## src/rtl/adc_rd_pkg.sv

```systemverilog
package adc_rd_pkg;

    localparam int FRAME_BITS = 32;
    localparam int SUB_BITS   = 4;
    localparam int STAT_BITS  = 4;
    localparam int RES_BITS   = FRAME_BITS - SUB_BITS - STAT_BITS;

    typedef enum logic [2:0] {
        ST_IDLE,
        ST_POLL,
        ST_WAIT,
        ST_SHIFT,
        ST_DONE
    } rd_state_e;

endpackage

```

## src/rtl/adc_sck_tick.sv

```systemverilog
module adc_sck_tick #(
    parameter int DIV_W = 8
) (
    input  logic             clk,
    input  logic             rst_n,
    input  logic             en_i,
    input  logic [DIV_W-1:0] half_i,
    output logic             tick_o
);

    logic [DIV_W-1:0] cnt_d, cnt_q;
    logic [DIV_W-1:0] half_eff;

    always_comb begin
        half_eff = (half_i == '0) ? DIV_W'(1) : half_i;
        tick_o   = en_i && (cnt_q == half_eff - DIV_W'(1));
        if (!en_i || tick_o) begin
            cnt_d = '0;
        end else begin
            cnt_d = cnt_q + DIV_W'(1);
        end
    end

    always_ff @(posedge clk or negedge rst_n) begin
        if (!rst_n) begin
            cnt_q <= '0;
        end else begin
            cnt_q <= cnt_d;
        end
    end

endmodule

```

## src/rtl/adc_frame_split.sv

```systemverilog
module adc_frame_split
    import adc_rd_pkg::*;
#(
    parameter int IN_W = FRAME_BITS - 1 - SUB_BITS
) (
    input  logic [IN_W-1:0]     body_i,
    output logic [RES_BITS-1:0] result_o,
    output logic                flt_dmy_o,
    output logic                flt_sig_o,
    output logic                flt_exr_o
);

    // body_i holds frame bits 30 down to SUB_BITS: three status bits, then the code
    always_comb begin
        result_o  = body_i[RES_BITS-1:0];
        flt_exr_o = body_i[RES_BITS];
        flt_sig_o = !body_i[RES_BITS+1];
        flt_dmy_o = body_i[RES_BITS+2];
    end

endmodule

```

## src/rtl/adc_frame_reader.sv

```systemverilog
module adc_frame_reader
    import adc_rd_pkg::*;
#(
    parameter int DIV_W = 8,
    parameter int CNT_W = 16
) (
    input  logic                clk,
    input  logic                rst_n,
    input  logic                start_i,
    input  logic [DIV_W-1:0]    sck_half_i,
    input  logic [CNT_W-1:0]    settle_i,
    input  logic [CNT_W-1:0]    gap_i,
    input  logic                sdo_i,
    output logic                csn_o,
    output logic                sck_o,
    output logic                valid_o,
    output logic [RES_BITS-1:0] result_o,
    output logic                flt_dmy_o,
    output logic                flt_sig_o,
    output logic                flt_exr_o
);

    localparam int BIT_W  = $clog2(FRAME_BITS + 1);
    localparam int SHR_W  = FRAME_BITS - 1;
    localparam int BODY_W = SHR_W - SUB_BITS;

    typedef struct packed {
        rd_state_e           state;
        logic                csn;
        logic                sck;
        logic [CNT_W-1:0]    timer;
        logic [BIT_W-1:0]    bits;
        logic [SHR_W-1:0]    shreg;
        logic                valid;
        logic [RES_BITS-1:0] result;
        logic                dmy;
        logic                sig;
        logic                exr;
    } rd_regs_t;

    rd_regs_t d, q;

    logic                tick;
    logic [RES_BITS-1:0] split_res;
    logic                split_dmy, split_sig, split_exr;

    adc_sck_tick #(
        .DIV_W (DIV_W)
    ) i_tick (
        .clk    (clk),
        .rst_n  (rst_n),
        .en_i   (q.state == ST_SHIFT),
        .half_i (sck_half_i),
        .tick_o (tick)
    );

    adc_frame_split #(
        .IN_W (BODY_W)
    ) i_split (
        .body_i    (q.shreg[SHR_W-1:SUB_BITS]),
        .result_o  (split_res),
        .flt_dmy_o (split_dmy),
        .flt_sig_o (split_sig),
        .flt_exr_o (split_exr)
    );

    always_comb begin
        d       = q;
        d.valid = 1'b0;
        unique case (q.state)
            ST_IDLE: begin
                d.csn = 1'b1;
                d.sck = 1'b0;
                if (start_i) begin
                    d.state = ST_POLL;
                    d.csn   = 1'b0;
                    d.timer = '0;
                end
            end
            ST_POLL: begin
                if (q.timer == settle_i) begin
                    if (!sdo_i) begin
                        d.state = ST_SHIFT;
                        d.bits  = '0;
                    end else begin
                        d.state = ST_WAIT;
                        d.csn   = 1'b1;
                        d.timer = '0;
                    end
                end else begin
                    d.timer = q.timer + CNT_W'(1);
                end
            end
            ST_WAIT: begin
                if (q.timer == gap_i) begin
                    d.state = ST_POLL;
                    d.csn   = 1'b0;
                    d.timer = '0;
                end else begin
                    d.timer = q.timer + CNT_W'(1);
                end
            end
            ST_SHIFT: begin
                if (tick) begin
                    if (!q.sck) begin
                        d.sck   = 1'b1;
                        d.shreg = {q.shreg[SHR_W-2:0], sdo_i};
                    end else begin
                        d.sck  = 1'b0;
                        d.bits = q.bits + BIT_W'(1);
                        if (q.bits == BIT_W'(FRAME_BITS - 1)) begin
                            d.state = ST_DONE;
                            d.csn   = 1'b1;
                        end
                    end
                end
            end
            ST_DONE: begin
                d.valid  = 1'b1;
                d.result = split_res;
                d.dmy    = split_dmy;
                d.sig    = split_sig;
                d.exr    = split_exr;
                d.state  = ST_IDLE;
            end
            default: begin
                d.state = ST_IDLE;
                d.csn   = 1'b1;
                d.sck   = 1'b0;
            end
        endcase
    end

    always_ff @(posedge clk or negedge rst_n) begin
        if (!rst_n) begin
            q       <= '0;
            q.state <= ST_IDLE;
            q.csn   <= 1'b1;
        end else begin
            q <= d;
        end
    end

    assign csn_o     = q.csn;
    assign sck_o     = q.sck;
    assign valid_o   = q.valid;
    assign result_o  = q.result;
    assign flt_dmy_o = q.dmy;
    assign flt_sig_o = q.sig;
    assign flt_exr_o = q.exr;

endmodule

```

## config.mk

```make
export PLATFORM = sky130hd
export DESIGN_NAME = adc_frame_reader
export DESIGN_NICKNAME = d
export VERILOG_FILES = /design/src/rtl/adc_rd_pkg.sv /design/src/rtl/adc_sck_tick.sv /design/src/rtl/adc_frame_split.sv /design/src/rtl/adc_frame_reader.sv
export SDC_FILE = /design/constraint.sdc
export NUM_CORES = 1
export LEC_CHECK = 0
export ABC_CLOCK_PERIOD_IN_PS = 2160
export CAP_MARGIN = 15
export CELL_PAD_IN_SITES_DETAIL_PLACEMENT = 0
export CELL_PAD_IN_SITES_GLOBAL_PLACEMENT = 2
export CORE_ASPECT_RATIO = 2
export CORE_MARGIN = 2
export CORE_UTILIZATION = 32
export CTS_CLUSTER_DIAMETER = 120
export DETAILED_ROUTE_END_ITERATION = 10
export HOLD_SLACK_MARGIN = 0.05
export PLACE_DENSITY = 0.78
export REMOVE_ABC_BUFFERS = 1
export SKIP_CTS_REPAIR_TIMING = 1
export SYNTH_ARGS = -nofsm -noshare
export SYNTH_HDL_FRONTEND = slang
export SYNTH_SLANG_ARGS = --single-unit
```

## constraint.sdc

```tcl
create_clock -name clk -period 2.16 [get_ports clk]
set_input_delay 0.216 -clock clk [delete_from_list [all_inputs] [get_ports clk]]
set_output_delay 0.216 -clock clk [all_outputs]
set_load 0.02 [all_outputs]
```

**Word level (Yosys, flattened, before mapping)**

Cells that the tools add are included.

- Bits in registers: 94
- Input port bits: 44
- Logic and storage cells: 77

- Add/subtract/negate cells: 4
- Eq/ne operators: 17
- Multiplexer cells: 26
- Bitwise logic cells: 3
- Reduce and logical (&&, ||, !) cells: 15

Operators with widths:

| operator | number |
|---|---|
| $mux W16 | 4 |
| $pmux W16 S3 | 1 |
| $mux W37 | 1 |
| $eq A16 B16 Y1 | 2 |
| $mux W31 | 1 |
| $mux W28 | 1 |
| $mux W4 | 5 |
| $mux W6 | 3 |
| $add A16 B1 Y16 const B | 1 |
| $mux W8 | 2 |
| $ne A2 B2 Y1 const B | 8 |
| $pmux W3 S4 | 1 |
| $pmux W6 S2 | 1 |
| $add A8 B1 Y8 const B | 1 |
| $eq A8 B8 Y1 | 1 |
| $logic_not A8 Y1 | 1 |
| $sub A8 B1 Y8 const B | 1 |
| $reduce_and A7 Y1 | 1 |
| $add A6 B1 Y6 const B | 1 |
| $eq A3 B2 Y1 const B | 2 |
| $eq A6 B5 Y1 const B | 1 |
| $reduce_and A3 Y1 | 2 |
| $reduce_and A6 Y1 | 1 |
| $mux W5 | 1 |
| 16 further kinds | 21 |

**Logic depth before layout (Yosys ltp)**

- Depth in word-level cells: 7
- Mapped depth: 12
- Depth with buffers taken out: 9

**Modules after synthesis**

A second synthesis with hierarchy kept.

- Cells, all modules: 484
- Area, all modules: 5161.2 sq um

By module, submodules not included:

| module | instances | cells each | area an instance (sq um) | sequential area each (sq um) |
|---|---|---|---|---|
| adc_frame_reader | 1 | 357 | 4182.8 | 2153.3 |
| adc_sck_tick | 1 | 100 | 779.5 | 200.2 |
| adc_frame_split | 1 | 27 | 198.9 | 0.0 |

**Least setup slack after synthesis**

No wires, ideal clock.

- Path type: input to register
- Start point: in sck_half_i[3]
- End point: reg q[30] (netlist bit)
- Arrival: 2.679 ns
- Data required time: 2.035 ns
- Setup slack: -0.644 ns
- Cell stages on the path: 12
- Path buffers: 3
- Cell sequence: buf_6 -> nor3_1 -> a21oi_1 -> ha_1 -> xnor2_1 -> a221o_1 -> a221oi_1 -> o2111ai_1 -> or3b_1 -> buf_2 -> buf_6 -> mux2_4

- Longest elaborated chain between the ends: 6

RTL lines:

| element | line | RTL |
|---|---|---|
| from (decl) | adc_frame_reader.sv:10 | `input logic [DIV_W-1:0] sck_half_i,` |
| $logic_not A8 Y1 | adc_sck_tick.sv:15 | `half_eff = (half_i == '0) ? DIV_W'(1) : half_i;` |
| $mux W8 * | adc_sck_tick.sv:15 |  |
| $sub A8 B1 Y8 * | adc_sck_tick.sv:16 | `tick_o = en_i && (cnt_q == half_eff - DIV_W'(1));` |
| $eq A8 B8 Y1 * | adc_sck_tick.sv:16 |  |
| $logic_and A1 B1 Y1 * | adc_sck_tick.sv:16 |  |
| $reduce_and A3 Y1 (no line) * | -- |  |
| to (decl) | adc_frame_reader.sv:41 | `rd_regs_t d, q;` |

Mark *: on every way between the ends. The rest lies on a longest branch, timed or not.
A chain may end at the register's enable or synchronous reset.

**Worst setup path in the final report**

- Start point: in sck_half_i[1]
- End point: reg q[34] (netlist bit)

The elaborated chain is that of the path after synthesis.

==> results.txt <==
----------------------------------------------------
[Global routing]
  Pin count of the biggest net entering global routing ... 42
  Number of antenna violations at the first check in global routing ... 0
  Vias in the first global route ... 3854
  GRT overflow ... 0
  Wire length of the first global-routing pass ... 18800 um
  Global router's overall resource usage ... 0.141

[Logic synthesis]
  Sequential area share after synthesis ... 0.473
  Post-synthesis async set-or-reset flop share ... 1.00
  Cell types occupying the most area after synthesis ... sky130_fd_sc_hd__dfrtp_1, sky130_fd_sc_hd__mux2_4, sky130_fd_sc_hd__xnor2_1
  Most used flip-flop cell after synthesis ... sky130_fd_sc_hd__dfrtp_1
  Area share of fa/ha/maj cells after synthesis ... 0.0101
  Share of cell area taken by muxes after synthesis ... 0.165
  Area share of the largest cell type after synthesis ... 0.468
  Post-synthesis register bit count ... 94
  Main combinational cell family by area after synthesis ... multiplexers
  XOR/XNOR Fraction of Synth Area ... 0.0792
  Basic-gate share of the synthesized area counting and, or, nand and nor cells ... 0.123
  Synth warnings ... 0
  Netlist Area Pre-Place ... 0.00498 mm2
  Library cells used by synthesis ... 57
  Gate Count Post-Synth ... 433
  Post-synth EDFFs ... 0
  Library cell with the largest summed area after synthesis ... sky130_fd_sc_hd__dfrtp_1
  Per-instance average area after synthesis ... 11.5 um2
  Compound-cell area share of the yosys netlist ... 0.0807

[STA]
  Fmax ... 396 MHz
  Minimum clock period ... 2.52 ns
  Max-slew headroom at the worst pin ... 0.583
  Worst hold margin ... 0.355 ns
  Number of setup violations in the final report ... 42
  Final Hold Violating Endpoints ... 0
  Max-slew violations ... 0
  Slew at the pin closest to its max-slew limit ... 0.619 ns
  Final critical-path setup slack ... -0.364 ns
  Accumulated negative setup slack ... -11.89 ns
  Final Cycle Share ... 1.17
  Setup repair after global routing missed its margin ... yes
  Setup skew after layout ... 0.00867 ns

[Die]
  Chip height ... 180 um
  # rows ... 64
  I/O pin count ... 74
  Die boundary width ... 92.2 um
  Starting utilization of the core area ... 0.325
  Total Die Area ... 0.0166 mm2
  Area inside the core boundary ... 0.0153 mm2

[CTS]
  Root Buffer ... sky130_fd_sc_hd__clkbuf_16
  Clock transition at path regs ... 0.07 ns
  TritonCTS buffer count ... 9
  Count of H-tree levels built during CTS ... 3
  Source-to-sink clock delay at the later pin of the worst-skew pair ... 0.35 ns
  TritonCTS clock tree ... done
  Sinks on the clock net ... 94
  CTS max path bufs ... 2

[Route]
  Total number of vias ... 3662
  Antenna viol nets, final ... 0
  Via-per-instance ratio ... 4.94
  Drt total wl ... 11900 um
  Total DRC errors in the routed layout ... 0
  Number of iterations in the first detailed-routing pass ... 6
  Routed wire length per instance ... 16.1 um
  DR iter-0 viols ... 169

[Final layout]
  Layout overhead on the synthesized area ... 37.1%
  Final standard cell area without fillers ... 0.00682 mm2
  Fraction of final layout cells with drive strength greater than 1 ... 0.333
  Most frequent standard cell in the layout excluding fill and tap cells ... sky130_fd_sc_hd__dfrtp_1
  Most frequent cells in the layout ... sky130_fd_sc_hd__dfrtp_1, sky130_fd_sc_hd__clkdlybuf4s50_1, sky130_fd_sc_hd__buf_4
  Number of nets in the final layout ... 587
  Ant diodes ... 0
  Utilization after layout ... 0.446

[Critical path]
  CP Cell Sequence ... buf_8 -> nor4_4 -> a21oi_2 -> ha_4 -> xnor2_2 -> a221o_1 -> a221oi_2 -> o2111ai_2 -> or3b_4 -> clkbuf_16 -> mux2_4
  Worst endpoint required time ... 2.39 ns
  CP Launch Type ... input pin
  Max stage delay cell, worst path ... sky130_fd_sc_hd__or3b_4
  FF-to-FF Start ... i_tick.cnt_q[4]$_DFF_PN0_
  Arr. time, crit path ... 2.76 ns
  Category of the critical setup timing path ... in2reg
  Worst Setup End Kind ... flop
  Maximum fanout along the worst path ... 8
  Critical path's largest stage delay ... 0.47 ns
  Critical Path Source ... sck_half_i[1]

[Place]
  Placed wire-length estimate ... 8510 um
  GP Congestion ... 0.821
  Worst slack after detailed placement ... -1.34 ns
  Placed standard-cell area ... 0.00611 mm2
  Buffers on Ports ... 73

[Power]
  Ratio of total power to cell area ... 655 mW/mm2
  Reported leakage power ... 3.08 nW
  Maximum VDD drop ... 386 uV

[Outcome]
  Result of the run ... complete, but fails checks
  Violations in the final reports ... setup timing

[Worst hold path]
  Hold Crit Class ... in2async

[Job]
  Max-cap check violation count ... 0

----------------------------------------------------
[metal layers]
metal / part of all wire / track usage
met1: 0.36 / 0.147
met2: 0.59 / 0.272
met3: 0.032 / 0.0284
met4: 0.017 / 0.0543
met5: 0 / 0
[cell families (layout without fill, tap and decap cells)]
group           Yosys count  in the layout
fa+ha+maj                 4              4
simple gates            110            110
compound gates           58             58
buf+inv                  58            169
mux                      64             64
flops                    94             94
xor+xnor                 45             45
[sequential cells by signal, indices dropped and copies added, names as in the netlist]
register	count
q	56
result_o	24
i_tick.cnt_q	8
csn_o	1
flt_dmy_o	1
flt_exr_o	1
flt_sig_o	1
sck_o	1
valid_o	1
[final cells by class]
class / count / area [um2]
timing repair buffer: 141 / 1380
inverter: 12 / 45.0
sequential: 94 / 2360
clock buffer: 9 / 225
tap: 198 / 248
fill: 1398 / 8470
multi-input combinational: 281 / 2490
clock inverter: 7 / 75.1
[per-stage QoR]
step	total power, mW	cells
finish	4.47	742
CTS	4.42	728
global route	4.70	742
floorplan	2.41	387
detailed placement	2.82	712
global placement	2.80	712
[path summary, 6_finish.rpt]
path,endpoint,slack (ns),cells after the start
max in group asynchronous,csn_o$_DFFE_PN1P_,1.07,3
min reg2reg,flt_sig_o$_DFFE_PN0P_,0.49,1
max reg2reg,q[34]$_DFFE_PN0P_,-0.14,7
max,q[34]$_DFFE_PN0P_,-0.36,11
min,result_o[5]$_DFFE_PN0P_,0.35,2
min in group clk,flt_sig_o$_DFFE_PN0P_,0.49,1
[synthesized netlist by cell type, types with 3 or more instances]
| cell | instances |
|---|---|
| sky130_fd_sc_hd__clkbuf_1 | 13 |
| sky130_fd_sc_hd__inv_1 | 11 |
| sky130_fd_sc_hd__buf_4 | 24 |
| sky130_fd_sc_hd__o31ai_1 | 6 |
| sky130_fd_sc_hd__nor3_1 | 5 |
| sky130_fd_sc_hd__a211oi_1 | 4 |
| sky130_fd_sc_hd__ha_1 | 4 |
| sky130_fd_sc_hd__nand4_1 | 10 |
| sky130_fd_sc_hd__nand2_1 | 23 |
| sky130_fd_sc_hd__and3_1 | 8 |
| sky130_fd_sc_hd__or4_1 | 5 |
| sky130_fd_sc_hd__o211ai_1 | 7 |
| sky130_fd_sc_hd__mux2_2 | 26 |
| sky130_fd_sc_hd__o21ai_0 | 6 |
| sky130_fd_sc_hd__dfrtp_1 | 93 |
| sky130_fd_sc_hd__buf_2 | 4 |
| sky130_fd_sc_hd__mux2i_1 | 7 |
| sky130_fd_sc_hd__xor2_1 | 6 |
| sky130_fd_sc_hd__a22o_1 | 3 |
| sky130_fd_sc_hd__nand2b_1 | 6 |
| sky130_fd_sc_hd__nor2_1 | 15 |
| sky130_fd_sc_hd__buf_6 | 4 |
| sky130_fd_sc_hd__or3_1 | 4 |
| sky130_fd_sc_hd__a21oi_1 | 15 |
| sky130_fd_sc_hd__mux2_4 | 29 |
| sky130_fd_sc_hd__nand3_1 | 14 |
| sky130_fd_sc_hd__xnor2_1 | 39 |
[report_power, final]
part / switching, mW / total (mW) / internal [mW]
Sequential: 0.102 / 1.96 / 1.86
Combinational: 0.409 / 0.918 / 0.509
Clock: 0.773 / 1.59 / 0.820
[worst max-delay path, delay by kind of cell]
family	cells	cell delay (ns)
AO/OA/AOI/OAI	4	0.78
XOR/XNOR	1	0.12
adder cells (fa/ha/maj)	1	0.24
buffers and inverters	2	0.30
multiplexers	1	0.29
AND/OR/NAND/NOR	2	0.79
No activity file was read; power rests on OpenSTA's default activity.
